### src/rtl/pstat_pkg.sv
package pstat_pkg;
  typedef enum logic {
    RD_ARRAY  = 1'b0,
    RD_STATUS = 1'b1
  } rd_src_e;
endpackage

### src/rtl/pstat_cycle_track.sv
// Tracks the start of each programming cycle and the per-read flip bit.
module pstat_cycle_track (
  input  logic clk,
  input  logic rst_n,
  input  logic busy,
  input  logic rd_stb,
  output logic busy_start,
  output logic status_rd,
  output logic tog_cur,
  output logic tog_q
);
  logic busy_q;
  logic tog_d;

  assign busy_start = busy & ~busy_q;
  // The restart value wins over the stored bit in the first busy cycle.
  assign tog_cur    = busy_start ? 1'b0 : tog_q;
  assign status_rd  = rd_stb & busy;
  assign tog_d      = status_rd ? ~tog_cur : tog_cur;

  always_ff @(posedge clk) begin
    if (!rst_n) begin
      busy_q <= 1'b0;
      tog_q  <= 1'b0;
    end else begin
      busy_q <= busy;
      tog_q  <= tog_d;
    end
  end
endmodule

### src/rtl/pstat_word_build.sv
// Builds either the status word or the array word.
module pstat_word_build
  import pstat_pkg::*;
#(
  parameter int DATA_W     = 8,
  parameter int POLL_BIT   = 7,
  parameter int TOGGLE_BIT = 6
) (
  input  rd_src_e           src,
  input  logic [DATA_W-1:0] last_byte,
  input  logic [DATA_W-1:0] array_data,
  input  logic              tog,
  output logic [DATA_W-1:0] word
);
  function automatic logic [DATA_W-1:0] status_word(
    input logic [DATA_W-1:0] lb,
    input logic              t
  );
    logic [DATA_W-1:0] w;
    for (int i = 0; i < DATA_W; i++) begin
      w[i] = lb[i];
    end
    w[POLL_BIT]   = ~lb[POLL_BIT];
    w[TOGGLE_BIT] = t;
    return w;
  endfunction

  always_comb begin
    if (src == RD_STATUS) word = status_word(last_byte, tog);
    else                  word = array_data;
  end
endmodule

### src/rtl/pstat_rd_reg.sv
module pstat_rd_reg #(
  parameter int DATA_W = 8
) (
  input  logic              clk,
  input  logic              rst_n,
  input  logic              load,
  input  logic [DATA_W-1:0] d,
  output logic [DATA_W-1:0] q
);
  always_ff @(posedge clk) begin
    if (!rst_n)    q <= '0;
    else if (load) q <= d;
  end
endmodule

### src/rtl/pstat_readback.sv
module pstat_readback
  import pstat_pkg::*;
#(
  parameter int DATA_W     = 8,
  parameter int POLL_BIT   = DATA_W - 1,
  parameter int TOGGLE_BIT = DATA_W - 2
) (
  input  logic              clk,
  input  logic              rst_n,
  input  logic              rd_stb,
  input  logic              busy,
  input  logic [DATA_W-1:0] last_byte,
  input  logic [DATA_W-1:0] array_data,
  output logic [DATA_W-1:0] rd_data
);
  logic              busy_start;
  logic              status_rd;
  logic              tog_cur;
  logic              tog_q;
  rd_src_e           src;
  logic [DATA_W-1:0] word;

  assign src = busy ? RD_STATUS : RD_ARRAY;

  pstat_cycle_track u_track (
    .clk        (clk),
    .rst_n      (rst_n),
    .busy       (busy),
    .rd_stb     (rd_stb),
    .busy_start (busy_start),
    .status_rd  (status_rd),
    .tog_cur    (tog_cur),
    .tog_q      (tog_q)
  );

  pstat_word_build #(
    .DATA_W     (DATA_W),
    .POLL_BIT   (POLL_BIT),
    .TOGGLE_BIT (TOGGLE_BIT)
  ) u_build (
    .src        (src),
    .last_byte  (last_byte),
    .array_data (array_data),
    .tog        (tog_cur),
    .word       (word)
  );

  pstat_rd_reg #(.DATA_W(DATA_W)) u_out (
    .clk   (clk),
    .rst_n (rst_n),
    .load  (rd_stb),
    .d     (word),
    .q     (rd_data)
  );
endmodule

### config.mk
export PLATFORM = sky130hd
export DESIGN_NAME = pstat_readback
export DESIGN_NICKNAME = d
export VERILOG_FILES = /design/src/rtl/pstat_pkg.sv /design/src/rtl/pstat_cycle_track.sv /design/src/rtl/pstat_word_build.sv /design/src/rtl/pstat_rd_reg.sv /design/src/rtl/pstat_readback.sv
export SDC_FILE = /design/constraint.sdc
export NUM_CORES = 1
export LEC_CHECK = 0
export BUFFER_PORTS_ARGS = -buffer_cell sky130_fd_sc_hd__buf_2
export CAP_MARGIN = 20
export CORE_AREA = 2 2 39 41
export CTS_CLUSTER_SIZE = 30
export DETAILED_ROUTE_END_ITERATION = 12
export DIE_AREA = 0 0 41 43
export PLACE_DENSITY = 0.75
export SYNTH_ARGS = -nofsm -noshare
export SYNTH_HDL_FRONTEND = slang
export SYNTH_SLANG_ARGS = --single-unit
### constraint.sdc
create_clock -name clk -period 1.59 [get_ports clk]
set_clock_uncertainty 0.1 [all_clocks]
set_input_delay 0.159 -clock clk [delete_from_list [all_inputs] [get_ports clk]]
set_output_delay 0.159 -clock clk [all_outputs]
set_load 0.1 [all_outputs]
==> out/metrics.yaml <==
pwr:
  internal_power_mw: 0.451
  seq_power_share: 0.397
  swShare: 0.351
  power_density_mw_per_mm2: 1180
  clkPwrFrac: 0.335
  switching_power_mw: 0.244
  p_comb_frac: 0.268
  power_leakage_nw: 0.302
  vdd_ir_drop_max_mv: 0.581
placement:
  port_buffers: 26
  dp_hpwl_um: 697
  place_area_um2: 552
  dp.cells: 84
  gp_congestion: 0.595
critical_path:
  timing.rr.start: "u_track.busy_q"
  rr_endpoint: "u_track.tog_q"
  worstSetupEndpointType: "output pin"
  required_ns: 1.33
  rrSetupSlack_ns: 0.72
  crit_type: "reg -> out"
  slowest_delay_ns: 0.42
  reg2reg_depth: 3
  crit_buf_inv: 1
  critPathTopFamily: "buffers and inverters"
  crit_fanout: 2
  cp-start-kind: "register"
  slowest_stage: "buf_2"
  crit_arrival_ns: 1.03
  critical_path.cell_chain: "buf_2"
synth:
  synth_top_cells_by_count: "dfxtp_1 (10), a21oi_1 (8), o21ai_0 (8), mux2i_1 (7)"
  synth_flop_cell: "dfxtp_1"
  synth_area_leaders: "dfxtp_1 (46%), mux2i_1 (16%), a21oi_1 (9.2%)"
  syn_avg_cell_area_um2: 9.41
  synth_most_common_cell: "dfxtp_1"
  yosysWarningCount: 0
  netlist.area_leader.share: 0.462
  synth.yosys.seq_area_share: 0.462
  ys_types: 14
  synth_area_um2: 433
  synth-edff-count: 0
  synth-seq-cells: 10
  yosysTopAreaCell: "dfxtp_1"
  synthCells: 46
  ys_async_sr_fraction: 0
  mappedNetlistNets: 66
cells_and_area:
  num-fill-cells: 157
  multiInputGateArea_um2: 198
  area_growth_pct: 35.8
  finalNetCount: 93
  finalInstanceArea_um2: 588
  final_cells: 88
  diodes: 0
  drive_gt1_frac: 0.417
  ff_latch_area_um2: 200
detailed_routing:
  vias: 424
  drc: 0
  ant_nets: 0
  wl_per_cell_um: 11.0
  dr.first_iter.drc_count: 3
  vias_per_cell: 4.82
  drtPass1Iterations: 4
  drt_wl_total_um: 967
global_route:
  grt_pass1_vias: 412
  grt_pass1_wl_um: 1670
  grt_start_max_net_pins: 19
  antenna_found_initial: 0
  overflow: 0
  track_usage: 0.145
timing:
  worstMarginPinSlew_ns: 0.485
  slew_headroom: 0.679
  setup_tns_ns: 0
  finalCritPeriodShare: 0.809
  rsz0062_at_grt: "false"
  hold_viol: 0
  max_freq_mhz: 778
  setup_viol: 0
  fin_crit_ns: 1.29
  final_max_slew_viol_count: 0
floorplan:
  dieArea_mm2: 0.00176
  die_x_um: 41
  pin_count: 28
  start_util: 0.313
  rows: 14
  core_mm2: 0.00138
  die_h_um: 43
clock_tree:
  cts.clk_slew.worst_paths_ns: 0.07
  cts_setup_buffers: 0
  cts_tree: "done"
  clock-sinks: 10
  clk_latency_ns: 0.27
  cts_root_buf: "clkbuf_4"
  cts_made_buffers: 3
  cts_resized: 0
  cts_buffer_depth: 2
  htreeDepth: 1
  cts_hold_buf: 0
flow_run:
  maxCapViolCount: 0
run_status:
  outcome: "complete, no violations"
worst_hold_path:
  hold_end: "u_out.q[6]"
  hp-class: "in -> reg"
  hold_depth: 3
  hp-start: "array_data[6]"
sequential cells by signal (all words and copies together) (netlist names):
name	count
u_out.q	8
u_track.tog_q	1
u_track.busy_q	1
area by class of cell:
type / instances / share of cell area
Clock buffer: 4 / 0.0617
Multi-Input combinational cell: 31 / 0.336
Inverter: 1 / 0.00638
Timing Repair Buffer: 26 / 0.221
Tap cell: 16 / 0.0340
Sequential cell: 10 / 0.340
worst max-delay path by stage:
stage	from	endpoint	slack (ns)	cells after the start
2_1_floorplan	u_out.q[0]	u_out.q[0]	0.17	2
3_3_place_gp	rd_stb	u_track.tog_q	0.58	4
3_5_place_dp	rd_stb	u_track.tog_q	0.54	4
4_1_cts	u_out.q[0]	rd_data[0]	0.29	1
5_1_grt	u_out.q[6]	rd_data[6]	0.26	1
6_report	u_out.q[3]	rd_data[3]	0.30	1
power groups by stage:
stage                     clock network (mW)  registers (mW)  logic, mW
after floorplan                            0           0.388     0.0442
after global placement                     0           0.281      0.185
after detailed placement                   0           0.282      0.187
after CTS                              0.243           0.276      0.188
after global routing                   0.256           0.279      0.199
final                                  0.232           0.276      0.186
stage by stage:
stage	power [mW]	util	hold WS, ns	worst slack [ns]
2_1_floorplan	0.432	-	0.225	0.174
3_5_place_dp	0.469	0.399	0.344	0.539
6_report	0.695	0.425	0.0556	0.304
5_1_grt	0.733	0.425	0.0728	0.262
3_3_place_gp	0.466	0.399	0.335	0.577
4_1_cts	0.706	0.425	0.0444	0.288
metal layers:
| metal | vias up | wire, um | part of all wire | GRT usage |
|---|---|---|---|---|
| li1 | 217 | - | - | - |
| met1 | 189 | 380 | 0.39 | 0.158 |
| met2 | 16 | 480 | 0.50 | 0.222 |
| met3 | 2 | 94 | 0.097 | 0.0942 |
| met4 | 0 | 12 | 0.012 | 0.0400 |
| met5 | - | 0 | 0 | 0 |
logic make-up (layout without fill, tap and decap cells):
kind of cell | Yosys count | in the layout | synth area share
flops | 10 | 10 | 0.462
mux | 7 | 7 | 0.162
compound gates | 18 | 18 | 0.223
simple gates | 6 | 6 | 0.0723
buf+inv | 5 | 31 | 0.0809
layout by cell type, fill, tap and decap left out:
cell type and count:
o21ai_0 8, mux2i_1 7, a21oi_1 8, buf_2 26, clkbuf_4 3, a31oi_1 1, clkbuf_8 1, dfxtp_1 10
nand2b_1 2, inv_1 1, and2_1 1, a41o_1 1, nand3_1 1, nand2_1 2
No activity file was read; power rests on OpenSTA's default activity.
